--- config.mk ---
export PLATFORM = sky130hd
export DESIGN_NAME = spi_master
export DESIGN_NICKNAME = d
export VERILOG_FILES = /design/src/rtl/spi_master_pkg.sv /design/src/rtl/spi_fifo.sv /design/src/rtl/spi_engine.sv /design/src/rtl/spi_master.sv
export SDC_FILE = /design/constraint.sdc
export NUM_CORES = 1
export LEC_CHECK = 0
export BUFFER_PORTS_ARGS = -buffer_cell sky130_fd_sc_hd__buf_4
export CAP_MARGIN = 20
export CELL_PAD_IN_SITES_DETAIL_PLACEMENT = 2
export CELL_PAD_IN_SITES_GLOBAL_PLACEMENT = 2
export CORE_MARGIN = 2
export CORE_UTILIZATION = 30
export CTS_CLUSTER_DIAMETER = 150
export DETAILED_ROUTE_END_ITERATION = 6
export PLACE_DENSITY_LB_ADDON = 0.25
export SLEW_MARGIN = 20
export SYNTH_ARGS = -nofsm -noshare
export SYNTH_HDL_FRONTEND = slang
export SYNTH_SLANG_ARGS = --single-unit
--- constraint.sdc ---
create_clock -name clk -period 5 [get_ports clk]
set_clock_uncertainty 0.05 [all_clocks]
set_input_delay 1 -clock clk [delete_from_list [all_inputs] [get_ports clk]]
set_output_delay 1 -clock clk [all_outputs]
set_load 0.02 [all_outputs]
--- src/rtl/spi_master_pkg.sv ---
package spi_master_pkg;
  typedef enum logic [2:0] {
    ST_IDLE,
    ST_LEAD,
    ST_H0,
    ST_H1,
    ST_TRAIL
  } spi_st_e;

  localparam int unsigned MIN_BRR = 3;
endpackage

--- src/rtl/spi_fifo.sv ---
module spi_fifo #(
  parameter int unsigned W     = 16,
  parameter int unsigned DEPTH = 16
) (
  input  logic                           clk,
  input  logic                           rst_n,
  input  logic                           push,
  input  logic [W-1:0]                   wdata,
  input  logic                           pop,
  output logic [W-1:0]                   rdata,
  output logic                           full,
  output logic                           empty,
  output logic [$clog2(DEPTH+1)-1:0]     level
);
  localparam int unsigned AW = $clog2(DEPTH);
  localparam int unsigned CW = $clog2(DEPTH+1);

  logic [W-1:0]  mem [DEPTH];
  logic [AW-1:0] wptr, rptr;
  logic [CW-1:0] cnt;
  logic          do_push, do_pop;

  assign full    = (cnt == CW'(DEPTH));
  assign empty   = (cnt == '0);
  assign do_push = push && !full;
  assign do_pop  = pop && !empty;
  assign rdata   = mem[rptr];
  assign level   = cnt;

  always_ff @(posedge clk) begin
    if (do_push) mem[wptr] <= wdata;
  end

  always_ff @(posedge clk or negedge rst_n) begin
    if (!rst_n) begin
      wptr <= '0;
      rptr <= '0;
      cnt  <= '0;
    end else begin
      if (do_push) wptr <= (wptr == AW'(DEPTH-1)) ? '0 : wptr + AW'(1);
      if (do_pop)  rptr <= (rptr == AW'(DEPTH-1)) ? '0 : rptr + AW'(1);
      case ({do_push, do_pop})
        2'b10:   cnt <= cnt + CW'(1);
        2'b01:   cnt <= cnt - CW'(1);
        default: cnt <= cnt;
      endcase
    end
  end
endmodule

--- src/rtl/spi_engine.sv ---
module spi_engine
  import spi_master_pkg::*;
#(
  parameter int unsigned DW = 16,
  parameter int unsigned RW = 7
) (
  input  logic                   clk,
  input  logic                   rst_n,
  input  logic                   start,
  input  logic [DW-1:0]          tx_word,
  output logic                   pop,
  input  logic                   pol,
  input  logic                   dly,
  input  logic                   txdis,
  input  logic [$clog2(DW)-1:0]  wlen,
  input  logic [RW-1:0]          brr,
  input  logic                   somi,
  output logic                   sck,
  output logic                   simo,
  output logic                   ste_n,
  output logic                   done,
  output logic [DW-1:0]          rx_word
);
  localparam int unsigned LW = $clog2(DW);
  localparam int unsigned PW = RW + 1;

  spi_st_e       st;
  logic [PW-1:0] cnt, per_l, hl0, hl1, cur_half, per_new;
  logic [LW-1:0] bitn, wlen_l;
  logic [DW-1:0] shreg, rxsh;
  logic          pol_l, dly_l, txdis_l, last;
  logic [RW-1:0] brr_eff;

  assign brr_eff  = (brr < RW'(MIN_BRR)) ? RW'(MIN_BRR) : brr;
  assign per_new  = PW'(brr_eff) + PW'(1);
  assign hl0      = per_l >> 1;
  assign hl1      = per_l - hl0;
  assign cur_half = (st == ST_H0) ? hl0 : hl1;
  assign last     = (cnt == cur_half - PW'(1));
  assign pop      = (st == ST_IDLE) && start;
  assign done     = (st == ST_TRAIL) && last;
  assign rx_word  = rxsh;
  assign ste_n    = (st == ST_IDLE);
  assign simo     = (st != ST_IDLE) && !txdis_l && shreg[DW-1];

  always_comb begin
    case (st)
      ST_IDLE: sck = pol;
      ST_H0:   sck = pol_l ^ dly_l;
      ST_H1:   sck = pol_l ^ !dly_l;
      default: sck = pol_l;
    endcase
  end

  always_ff @(posedge clk or negedge rst_n) begin
    if (!rst_n) begin
      st      <= ST_IDLE;
      cnt     <= '0;
      per_l   <= PW'(MIN_BRR + 1);
      bitn    <= '0;
      wlen_l  <= '0;
      shreg   <= '0;
      rxsh    <= '0;
      pol_l   <= 1'b0;
      dly_l   <= 1'b0;
      txdis_l <= 1'b0;
    end else begin
      case (st)
        ST_IDLE: if (start) begin
          pol_l   <= pol;
          dly_l   <= dly;
          txdis_l <= txdis;
          wlen_l  <= wlen;
          per_l   <= per_new;
          shreg   <= tx_word;
          rxsh    <= '0;
          bitn    <= '0;
          cnt     <= '0;
          st      <= ST_LEAD;
        end
        ST_LEAD: begin
          cnt <= last ? '0 : cnt + PW'(1);
          if (last) st <= ST_H0;
        end
        ST_H0: begin
          cnt <= last ? '0 : cnt + PW'(1);
          if (last) begin
            rxsh <= {rxsh[DW-2:0], somi};
            st   <= ST_H1;
          end
        end
        ST_H1: begin
          cnt <= last ? '0 : cnt + PW'(1);
          if (last) begin
            if (bitn == wlen_l) begin
              st <= ST_TRAIL;
            end else begin
              shreg <= {shreg[DW-2:0], 1'b0};
              bitn  <= bitn + LW'(1);
              st    <= ST_H0;
            end
          end
        end
        ST_TRAIL: begin
          cnt <= last ? '0 : cnt + PW'(1);
          if (last) st <= ST_IDLE;
        end
        default: st <= ST_IDLE;
      endcase
    end
  end
endmodule

--- src/rtl/spi_master.sv ---
module spi_master #(
  parameter int unsigned DW    = 16,
  parameter int unsigned DEPTH = 16,
  parameter int unsigned RW    = 7
) (
  input  logic                          clk,
  input  logic                          rst_n,
  input  logic                          tx_valid,
  output logic                          tx_ready,
  input  logic [DW-1:0]                 tx_data,
  output logic                          rx_valid,
  input  logic                          rx_ready,
  output logic [DW-1:0]                 rx_data,
  input  logic                          cfg_pol,
  input  logic                          cfg_dly,
  input  logic                          cfg_txdis,
  input  logic [$clog2(DW)-1:0]         cfg_wlen,
  input  logic [RW-1:0]                 cfg_brr,
  input  logic                          ovr_clr,
  output logic [$clog2(DEPTH+1)-1:0]    tx_level,
  output logic [$clog2(DEPTH+1)-1:0]    rx_level,
  output logic                          ovr,
  output logic                          sck,
  output logic                          simo,
  input  logic                          somi,
  output logic                          ste_n
);
  logic [DW-1:0] txq_head, rx_word;
  logic          txq_full, txq_empty, rxq_full, rxq_empty;
  logic          eng_pop, eng_done;

  assign tx_ready = !txq_full;
  assign rx_valid = !rxq_empty;

  spi_fifo #(.W(DW), .DEPTH(DEPTH)) u_txq (
    .clk(clk), .rst_n(rst_n),
    .push(tx_valid), .wdata(tx_data), .pop(eng_pop), .rdata(txq_head),
    .full(txq_full), .empty(txq_empty), .level(tx_level)
  );

  spi_fifo #(.W(DW), .DEPTH(DEPTH)) u_rxq (
    .clk(clk), .rst_n(rst_n),
    .push(eng_done), .wdata(rx_word), .pop(rx_ready), .rdata(rx_data),
    .full(rxq_full), .empty(rxq_empty), .level(rx_level)
  );

  spi_engine #(.DW(DW), .RW(RW)) u_eng (
    .clk(clk), .rst_n(rst_n),
    .start(!txq_empty), .tx_word(txq_head), .pop(eng_pop),
    .pol(cfg_pol), .dly(cfg_dly), .txdis(cfg_txdis),
    .wlen(cfg_wlen), .brr(cfg_brr), .somi(somi),
    .sck(sck), .simo(simo), .ste_n(ste_n),
    .done(eng_done), .rx_word(rx_word)
  );

  always_ff @(posedge clk or negedge rst_n) begin
    if (!rst_n)                   ovr <= 1'b0;
    else if (eng_done && rxq_full) ovr <= 1'b1;
    else if (ovr_clr)              ovr <= 1'b0;
  end
endmodule

==> flow_summary.toml, run 1 <==
[status]
run_status = "completed"

[pwr]
power_switching_mw = 5.20
ir_drop_uv = 344
internal_power_mw = 10.7
switching_share_pct = 32.6
share_of_total_power_in_the_clock_network_pct = 31.1
seq_power_share_pct = 40.5
design_power_total_mw = 15.9
power_per_unit_of_standard_cell_area_mw_per_mm2 = 547
leakage_nw = 9.45
power_frac_comb_pct = 28.4

[detailed_routing]
first_pass_iters = 4
via_to_cell_ratio = 4.96
post-route-drc-count = 0
postRouteAntennaNets = 0
routed-via-count = 13100
detailedRoute.firstIterationViolations = 831
post_dr_wirelength_cell_um = 24.2
postRouteWirelength_um = 63800

[setup_path]
timing.rr.end = "u_rxq.level[4]"
rrSetupSlack_ps = 460
timing_worst_setup_path_type = "flip-flop to flip-flop"
critical_path.endpoint_type = "flip-flop"
r2r_cells = 20
cp_data_arrival_time_ps = 4980
crit_path_start = "u_eng.per_l[0]"
timing.critical_path.cells = "inv_1 > ha_1 > inv_1 > fa_1 > xor2_1 > mux2_4 > or3_1 > a211oi_1 > o21ba_2 > nor3_2 > nand4_2 > ha_1 > inv_1 > fa_1 > inv_1 > a21o_1 > a21oi_1 > xnor2_1 > nor2_1 > xnor2_1"
cp_max_fo = 4
worst_setup_sp_type = "flip-flop"
critical-path-max-stage-delay_ps = 460
critPathCapture = "u_rxq.level[4]"
crit-reg2reg-launch = "u_eng.per_l[0]"
cp_slowest_cell = "sky130_fd_sc_hd__fa_1"
req_time_crit_path_ps = 5450
crit_path_frequent_cell = "sky130_fd_sc_hd__inv_1"

[cts]
worstSkewPairLatency_ps = 620
htree_levels = 3
cts.clk_slew.worst_paths_ps = 60
cts_hold_repair.buffers = 0
cts_buffer_depth = 3
cts_made_buffers = 70
cts_tree = "yes"
clock-root-buffer = "sky130_fd_sc_hd__clkbuf_16"
cts_num_sinks = 601

[placed_design]
dp_hpwl_um = 38300
io_buffers = 67
routability_cong = 0.726

[die]
boundaryPins = 68
fp.dieH_um = 291
starting_utilization_of_the_core_area_pct = 30.2
design.die.area_mm2 = 0.0846
floorplan.rows = 105
core_area_mm2 = 0.0818
dieWidth_um = 291

[global_route]
grt_use_total_pct = 15.3
grt_overflow_total = 0
number_of_antenna_violations_at_the_first_check_in_global_routing = 3
first_pass_grt_wire_length_um = 97100
grt_start_max_net_pins = 55
first_global_vias = 14700

[timing]
tns_ps = 0
final_period_minus_worst_setup_slack_ps = 4540
pin_slew_with_the_least_headroom_to_its_limit_ps = 1070
slew-limit-headroom_pct = 28.5
rsz_0062_raised_after_global_routing = "no"
timing.final.crit_share_pct = 90.8
drv_slew = 0
final-hold-violation-count = 0
fmax_ghz = 0.220
setup-violations-final = 0

[synthesis]
ys.flop_type = "sky130_fd_sc_hd__edfxtp_1"
yosysSeqAreaShare_pct = 71.3
post-synth-top-area-cell = "sky130_fd_sc_hd__edfxtp_1"
netlist_top_cells_area = "sky130_fd_sc_hd__edfxtp_1 62%, sky130_fd_sc_hd__mux4_2 13%, sky130_fd_sc_hd__dfrtp_1 8.9%"
number_of_synthesized_flops_with_an_enable_pin = 512
post_synthesis_area_per_instance_um2 = 17.8
synth.most_common_cell = "sky130_fd_sc_hd__edfxtp_1"
synth.lib_cells_used.distinct = 59
synthesis.yosys.warnings = 0
syn_area_mm2 = 0.0247
synth.ff_latch_count = 601
asyncSetResetFlopFracSynth_pct = 14.8
synth_top_cells_by_count = "512 x sky130_fd_sc_hd__edfxtp_1, 145 x sky130_fd_sc_hd__mux4_2, 88 x sky130_fd_sc_hd__dfrtp_1"
synth_top_area_share_pct = 62.3
syn-num-nets = 1452
syn-instance-count = 1384

[cells_and_area]
area_delta_synth_final_pct = 18.1
post_route_cells_drive_above_1_share_pct = 26.7
fillCellCount = 8003
nNetsFinal = 1578
antenna_cells_inserted = 0

[worst_hold_path]
worst_hold_path_type = "primary input to asynchronous set/reset pin"

[flow_run]
cap_viol_max_count = 0
## how the worst min path moves through the flow
stage | end | slack [ps] | cells past startpoint
floorplan | u_eng.txdis_l | 400 | 2
global placement | u_eng.txdis_l | 410 | 2
detailed placement | u_eng.txdis_l | 420 | 2
CTS | u_eng.txdis_l | 440 | 2
global route | u_eng.txdis_l | 460 | 2
finish | u_eng.rx_word[6] | 430 | 1
## power by group through the flow
stage | registers (mW) | logic, mW | clock network (mW)
6_report | 6.45 | 4.53 | 4.97
5_1_grt | 6.55 | 5.02 | 5.29
4_1_cts | 6.48 | 4.56 | 5.11
3_5_place_dp | 6.58 | 4.54 | 0
3_3_place_gp | 6.55 | 4.43 | 0
2_1_floorplan | 6.20 | 3.32 | 0
## cell type report
| type | instances | area [um^2] | share of cell area (%) |
|---|---|---|---|
| multi-input cells | 679 | 6780 | 23.3 |
| flip-flops and latches | 601 | 17600 | 60.4 |
| clock buffers | 93 | 1910 | 6.55 |
| inverters | 29 | 109 | 0.373 |
| well taps | 1070 | 1340 | 4.59 |
| clock inverters | 36 | 345 | 1.18 |
| repair buffers | 129 | 1060 | 3.62 |
## per-stage QoR
stage / cells / setup WS, ps / hold WS (ps) / utilization [%] / instance area [um^2]
after floorplan: 1384 / 789 / 397 / - / 24700
after global placement: 2506 / 348 / 412 / 32.8 / 26900
after detailed placement: 2506 / 244 / 423 / 32.8 / 26900
after CTS: 2635 / 227 / 436 / 35.6 / 29100
after global routing: 2637 / 37.5 / 458 / 35.6 / 29200
final: 2637 / 462 / 427 / 35.6 / 29200
## repair_timing
item                                    in CTS  in global routing
gates resized for setup                      0                  3
setup buffers                                0                  2
endpoints found under the setup margin       0                 23
## cell usage in the layout, fill, tap and decap left out, types with 6 or more instances in the layout
| master | netlist | layout |
|---|---|---|
| sky130_fd_sc_hd__nand3_1 | 50 | 50 |
| sky130_fd_sc_hd__mux2i_1 | 33 | 33 |
| sky130_fd_sc_hd__nor3_2 | 3 | 7 |
| sky130_fd_sc_hd__nand2_1 | 87 | 87 |
| sky130_fd_sc_hd__edfxtp_1 | 512 | 512 |
| sky130_fd_sc_hd__or3_1 | 6 | 6 |
| sky130_fd_sc_hd__o21ai_0 | 70 | 70 |
| sky130_fd_sc_hd__o21ai_1 | 19 | 18 |
| sky130_fd_sc_hd__clkinv_1 | 1 | 11 |
| sky130_fd_sc_hd__inv_1 | 28 | 28 |
| sky130_fd_sc_hd__clkbuf_1 | 55 | 17 |
| sky130_fd_sc_hd__and2_1 | 21 | 21 |
| sky130_fd_sc_hd__nor2_1 | 33 | 21 |
| sky130_fd_sc_hd__nand4_1 | 9 | 9 |
| sky130_fd_sc_hd__mux4_2 | 145 | 145 |
| sky130_fd_sc_hd__and3_1 | 7 | 7 |
| sky130_fd_sc_hd__ha_1 | 29 | 29 |
| sky130_fd_sc_hd__clkinv_2 | 0 | 13 |
| sky130_fd_sc_hd__xnor2_1 | 18 | 16 |
| sky130_fd_sc_hd__nor3_1 | 10 | 6 |
| sky130_fd_sc_hd__nor4_1 | 7 | 7 |
| sky130_fd_sc_hd__xor2_1 | 22 | 22 |
| sky130_fd_sc_hd__buf_4 | 0 | 122 |
| sky130_fd_sc_hd__nor2_2 | 0 | 12 |
| sky130_fd_sc_hd__clkbuf_16 | 0 | 71 |
| sky130_fd_sc_hd__dfrtp_1 | 88 | 82 |
| sky130_fd_sc_hd__buf_12 | 0 | 7 |
| sky130_fd_sc_hd__a21oi_1 | 23 | 22 |
| sky130_fd_sc_hd__a21o_1 | 10 | 10 |
| sky130_fd_sc_hd__a22oi_1 | 15 | 15 |
## logic make-up after synthesis
logic type	count (synthesis)	share of synthesized area [%]
multiplexers	182	14.8
XOR/XNOR	40	1.42
adder cells (fa/ha/maj)	32	1.71
flip-flops	601	71.3
AO/OA/AOI/OAI	163	3.86
AND/OR/NAND/NOR	262	5.36
buffers and inverters	104	1.61
## layer usage
metal / vias to the layer above / wire (um) / global-route usage (%)
met2: 174 / 33500 / 27.3
met3: 83 / 1880 / 2.46
met4: 4 / 1170 / 3.73
li1: 5753 / - / -
met1: 7065 / 27200 / 19.4
met5: - / 33 / 0
## state kept, by name, indices dropped and copies added (netlist names), 5 cells and up
name	flops
u_rxq.level	5
u_txq.mem	256
u_eng.cnt	8
u_txq.level	5
u_eng.shreg	16
u_eng.per_l	8
u_eng.rx_word	16
u_rxq.mem	256
## worst max-delay path, delay by kind of cell (launching register included)
kind	cells	cell delay [ps]
muxes	1	310
and+or+nand+nor	4	890
buffers and inverters	4	310
AOI/OAI and AO/OA	4	820
adders and majority gates	4	1190
DFF	1	380
xor gates and xnor gates	3	470
Power figures use the tool's default switching activity.
==> inputs of run 2 (changes only) <==
--- a/config.mk
+++ b/config.mk
@@ -13,7 +13,7 @@
 export CORE_UTILIZATION = 30
 export CTS_CLUSTER_DIAMETER = 150
 export DETAILED_ROUTE_END_ITERATION = 6
-export PLACE_DENSITY_LB_ADDON = 0.25
+export PLACE_DENSITY_LB_ADDON = 0.1
 export SLEW_MARGIN = 20
 export SYNTH_ARGS = -nofsm -noshare
 export SYNTH_HDL_FRONTEND = slang
==> run 2 against run 1 <==
Design area down 0.23%. Register-to-register slack is essentially flat. Clock power is 4% higher. Critical endpoint unchanged. Largest power group unchanged.
==> flow_summary.toml, run 2 (synthesis results as in run 1) <==
[timing]
tns_ps = 0
final-hold-violation-count = 0
pin_slew_with_the_least_headroom_to_its_limit_ps = 1120
final_period_minus_worst_setup_slack_ps = 4520
setup-violations-final = 0
drv_slew = 0
timing.final.crit_share_pct = 90.5
rsz_0062_raised_after_global_routing = "no"
fmax_ghz = 0.221
timing.hold.ws_ps = 431
slew-limit-headroom_pct = 25.5

[detailed_routing]
post_dr_wirelength_cell_um = 24.6
first_pass_iters = 4
postRouteAntennaNets = 0
detailedRoute.firstIterationViolations = 688
post-route-drc-count = 0
via_to_cell_ratio = 4.91
postRouteWirelength_um = 64600
routed-via-count = 12900

[cts]
cts_tree = "yes"
cts_num_sinks = 601
cts_buffer_depth = 3
htree_levels = 3
worstSkewPairLatency_ps = 610
cts.clk_slew.worst_paths_ps = 60
clock-root-buffer = "sky130_fd_sc_hd__clkbuf_16"
cts_made_buffers = 71
cts_hold_repair.buffers = 0

[die]
core_area_mm2 = 0.0818
design.die.area_mm2 = 0.0846
starting_utilization_of_the_core_area_pct = 30.2
fp.dieH_um = 291
boundaryPins = 68
floorplan.rows = 105
dieWidth_um = 291

[setup_path]
crit-reg2reg-launch = "u_eng.per_l[1]"
timing.rr.end = "u_rxq.level[4]"
req_time_crit_path_ps = 5430
critical-path-max-stage-delay_ps = 540
timing_worst_setup_path_type = "flip-flop to flip-flop"
worst_setup_sp_type = "flip-flop"
cp_max_fo = 7
crit_path_start = "u_eng.per_l[1]"
cp_data_arrival_time_ps = 4960
cp_slowest_cell = "sky130_fd_sc_hd__or4_1"
critical_path.endpoint_type = "flip-flop"
timing.critical_path.cells = "ha_1 > inv_1 > fa_1 > nand3_1 > a21oi_1 > or4_1 > a21oi_1 > o21ai_0 > xnor2_1 > nand4_2 > ha_1 > inv_1 > fa_1 > inv_1 > a21o_1 > a21oi_1 > xnor2_1 > nor2_1 > xnor2_1"
rrSetupSlack_ps = 480
r2r_cells = 19

[global_route]
grt_use_total_pct = 15.5
grt_util_met2_pct = 27.4
grt_start_max_net_pins = 57
grt_busiest_layer = "met2"
gr-usage-met3_pct = 2.35
grt_overflow_total = 0
groute.layer.met1.usage_pct = 19.8
number_of_antenna_violations_at_the_first_check_in_global_routing = 5
first_global_vias = 14500
first_pass_grt_wire_length_um = 97900

[placed_design]
io_buffers = 67
dp_hpwl_um = 38400
routability_cong = 0.706

[status]
run_status = "completed"

[pwr]
ir_drop_uv = 297
power_per_unit_of_standard_cell_area_mw_per_mm2 = 550
leakage_nw = 9.39

[cells_and_area]
multi_input_comb_area_mm2 = 0.00682
final-seq-area_mm2 = 0.0176
fillCellCount = 7996
nNetsFinal = 1564
most-common-layout-cells = "512 x sky130_fd_sc_hd__edfxtp_1, 145 x sky130_fd_sc_hd__mux4_2, 111 x sky130_fd_sc_hd__buf_4"
layout.cells.most_common = "sky130_fd_sc_hd__edfxtp_1"
post_route_cells_drive_above_1_share_pct = 25.8
core_occupancy_in_the_finished_layout_pct = 35.5
area_delta_synth_final_pct = 17.8
biggestRegsByFlops = "u_rxq.mem (256), u_txq.mem (256)"

[worst_hold_path]
worst_hold_path_type = "primary input to asynchronous set/reset pin"

[flow_run]
cap_viol_max_count = 0
[run 2: cell types whose count changed in the layout (fill, tap and decap cells not counted), moves of 2 or more]
cell and delta:
sky130_fd_sc_hd__nor2_4 +9, sky130_fd_sc_hd__bufinv_16 +3, sky130_fd_sc_hd__nor2_2 -9, sky130_fd_sc_hd__buf_4 -11, sky130_fd_sc_hd__clkinv_1 +3, sky130_fd_sc_hd__clkinv_2 -3
sky130_fd_sc_hd__clkinv_16 -3, sky130_fd_sc_hd__buf_12 -4, sky130_fd_sc_hd__clkbuf_16 +2, sky130_fd_sc_hd__clkinvlp_4 -2
[run 2: report_power, final]
part	switching (mW)	total (mW)	leakage, nW	internal, mW
Combinational	2.46	4.45	2.80	2.00
Clock	2.11	5.15	1.13	3.03
Sequential	0.543	6.41	5.46	5.87
[run 2: routing by layer]
layer	wire length [um]	vias up
li1	-	5736
met1	28100	6886
met2	33300	144
met3	1630	104
met4	1460	4
met5	28	-
[run 2: cell type report]
cell class,count,share of cell area [%]
sequential,601,60.6
multi-input combinational,679,23.4
clock buffer,94,6.72
tap,1070,4.60
timing repair buffer,114,3.07
clock inverter,36,1.22
inverter,29,0.374
antenna,1,0.00860
[run 2: worst max path at each step]
stage                     cells after the start  slack, ps             end
after CTS                                    19        330  u_rxq.level[4]
after global placement                       19        420  u_rxq.level[4]
after global routing                         19          7  u_rxq.level[4]
after floorplan                              19        790  u_rxq.level[4]
after detailed placement                     19        360  u_rxq.level[4]
final                                        19        480  u_rxq.level[4]
[run 2: what timing repair did]
action	4_1_cts	5_1_grt
setup buffers	0	0
endpoints found under the hold margin	0	0
gates resized for setup	0	1
endpoints found under the setup margin	0	1
[run 2: metrics by stage]
step / total power, mW / cell area (um^2) / setup WS (ps) / cells
3_5_place_dp: 11.1 / 26800 / 356 / 2493
5_1_grt: 17.0 / 29100 / 6.90 / 2623
6_report: 16.0 / 29100 / 476 / 2624
2_1_floorplan: 9.51 / 24700 / 789 / 1384
4_1_cts: 16.4 / 29100 / 332 / 2623
3_3_place_gp: 11.0 / 26800 / 421 / 2493
[run 2: critical path, delay by kind of cell, from the launching register on]
family / cells / cell delay, ps
and+or+nand+nor: 4 / 1000
DFF: 1 / 490
xor gates and xnor gates: 3 / 640
adders and majority gates: 4 / 1220
AOI/OAI and AO/OA: 5 / 750
buffers and inverters: 3 / 250
==> inputs of run 3 (changes only) <==
--- a/config.mk
+++ b/config.mk
@@ -14,6 +14,7 @@
 export CTS_CLUSTER_DIAMETER = 150
 export DETAILED_ROUTE_END_ITERATION = 6
 export PLACE_DENSITY_LB_ADDON = 0.1
+export REMOVE_ABC_BUFFERS = 1
 export SLEW_MARGIN = 20
 export SYNTH_ARGS = -nofsm -noshare
 export SYNTH_HDL_FRONTEND = slang
==> run 3 against run 2 <==
Count of clock-buffer cells in the layout is 3 lower. Register-to-register slack better by 40 ps. Core utilization hardly changed. Worst setup slack improved by 42 ps. Combinational power about the same. Sequential share of layout area fell by 0.058 points. Sequential cell count stayed put. Sequential power barely moved. Wire length is 2.2% higher. Final cell count barely moved. Largest cell class unchanged.
==> flow_summary.toml, run 3 (synthesis results as in run 1) <==
[timing]
tns_ps = 0
post-route-worst-setup-slack_ps = 517
timing.final.crit_share_pct = 89.7
pin_slew_with_the_least_headroom_to_its_limit_ps = 1040
setup-violations-final = 0
fmax_ghz = 0.223
timing.hold.ws_ps = 409
final-hold-violation-count = 0
final_period_minus_worst_setup_slack_ps = 4480
rsz_0062_raised_after_global_routing = "no"
slew-limit-headroom_pct = 30.7
drv_slew = 0

[cts]
worstSkewPairLatency_ps = 600
cts_tree = "yes"
cts_made_buffers = 72
cts.clk_slew.worst_paths_ps = 60
htree_levels = 3
cts.repair.resized = 0
postCtsSetupRepairBufs = 0
cts_buffer_depth = 3
cts_hold_repair.buffers = 0
clock-root-buffer = "sky130_fd_sc_hd__clkbuf_16"
cts_num_sinks = 601

[setup_path]
timing_worst_setup_path_type = "flip-flop to flip-flop"
req_time_crit_path_ps = 5440
worst_setup_sp_type = "flip-flop"
critical_path.endpoint_type = "flip-flop"
cp_data_arrival_time_ps = 4920
rrSetupSlack_ps = 520
r2r_cells = 18
crit-reg2reg-launch = "u_eng.per_l[4]"
cp_max_fo = 7
timing.rr.end = "u_rxq.level[4]"

[cells_and_area]
antenna_cells_inserted = 0
area_delta_synth_final_pct = 17.9
nNetsFinal = 1567
final_cell_area_mm2 = 0.0291
biggestRegsByFlops = "u_rxq.mem (256), u_txq.mem (256)"
most-common-layout-cells = "512 x sky130_fd_sc_hd__edfxtp_1, 145 x sky130_fd_sc_hd__mux4_2, 112 x sky130_fd_sc_hd__buf_4"
fillCellCount = 8037
layout.cells.non_filler = 2626
post_route_cells_drive_above_1_share_pct = 25.8
layout.cells.most_common = "sky130_fd_sc_hd__edfxtp_1"
core_occupancy_in_the_finished_layout_pct = 35.6

[status]
run_status = "completed"

[detailed_routing]
postRouteAntennaNets = 0
first_pass_iters = 4
routed-via-count = 12900
detailedRoute.firstIterationViolations = 572
via_to_cell_ratio = 4.92
post_dr_wirelength_cell_um = 25.1
post-route-drc-count = 0
postRouteWirelength_um = 66000

[global_route]
grt_overflow_total = 0
number_of_antenna_violations_at_the_first_check_in_global_routing = 1
first_global_vias = 14700
grt_start_max_net_pins = 55
first_pass_grt_wire_length_um = 100000
grt_use_total_pct = 15.9

[pwr]
power_per_unit_of_standard_cell_area_mw_per_mm2 = 552
design_power_total_mw = 16.1
ir_drop_uv = 285
leakage_nw = 9.41

[die]
design.die.area_mm2 = 0.0846
core_area_mm2 = 0.0818
fp.dieH_um = 291
boundaryPins = 68
dieWidth_um = 291
floorplan.rows = 105
starting_utilization_of_the_core_area_pct = 30.2

[placed_design]
dp_cells = 2495
routability_cong = 0.713
dp_hpwl_um = 39700
io_buffers = 67
detailed_place.area_mm2 = 0.0268
worst_case_setup_slack_after_placement_ps = 304

[worst_hold_path]
worst_hold_path_type = "primary input to asynchronous set/reset pin"

[flow_run]
cap_viol_max_count = 0
==> run 3: changes by cell type in the layout (fill, tap and decap cells not counted), sizes merged <==
cell	previous run	this run
clkinv	27	31
clkbuf	94	91
buf	114	116
diode	1	0
==> run 3: power by group <==
part	switching, mW	total, mW	internal [mW]	leakage [nW]
clock	2.10	5.16	3.05	1.14
sequential	0.567	6.44	5.87	5.46
combinational	2.47	4.48	2.01	2.81
total	5.14	16.1	10.9	9.41
==> run 3: worst max-delay path by stage <==
| stage | slack (ps) | to | start | cells past startpoint |
|---|---|---|---|---|
| detailed placement | 300 | u_rxq.level[4] | u_eng.per_l[1] | 19 |
| floorplan | -640 | u_txq.level[4] | u_txq.level[1] | 12 |
| finish | 520 | u_rxq.level[4] | u_eng.per_l[4] | 18 |
| CTS | 290 | u_rxq.level[4] | u_eng.per_l[1] | 19 |
| global placement | 410 | u_rxq.level[4] | u_eng.per_l[1] | 19 |
| global route | 60 | u_rxq.level[4] | u_eng.per_l[1] | 19 |
==> run 3: critical path: stages (launching register included) <==
cell and delay, ps:
sky130_fd_sc_hd__dfrtp_1 410, sky130_fd_sc_hd__inv_1 120, sky130_fd_sc_hd__ha_1 380, sky130_fd_sc_hd__a21oi_1 450, sky130_fd_sc_hd__a21oi_1 150, sky130_fd_sc_hd__or4_1 550, sky130_fd_sc_hd__a211oi_1 260, sky130_fd_sc_hd__o211ai_1 170
sky130_fd_sc_hd__xnor2_2 290, sky130_fd_sc_hd__nand4_2 190, sky130_fd_sc_hd__ha_1 290, sky130_fd_sc_hd__inv_1 120, sky130_fd_sc_hd__fa_1 210, sky130_fd_sc_hd__inv_1 50, sky130_fd_sc_hd__a21o_1 170, sky130_fd_sc_hd__a21oi_1 180
sky130_fd_sc_hd__xnor2_1 140, sky130_fd_sc_hd__nor2_1 60, sky130_fd_sc_hd__xnor2_1 130
==> run 3: cell type report <==
class	count	area [um^2]	share of cell area, %
Tap cell	1070	1340	4.60
Clock inverter	40	353	1.21
Timing Repair Buffer	116	921	3.16
Multi-Input combinational cell	679	6810	23.4
Sequential cell	601	17600	60.5
Clock buffer	91	1970	6.75
Inverter	29	109	0.374
==> run 3: metal layers <==
metal	share of wire [%]	wire (um)	vias to the layer above	track usage (%)
met1	42	27900	6920	20.1
met2	53	35000	171	28.7
met3	2.8	1880	84	2.32
met5	0.015	10	-	0
li1	-	-	5746	-
met4	1.9	1270	2	3.84
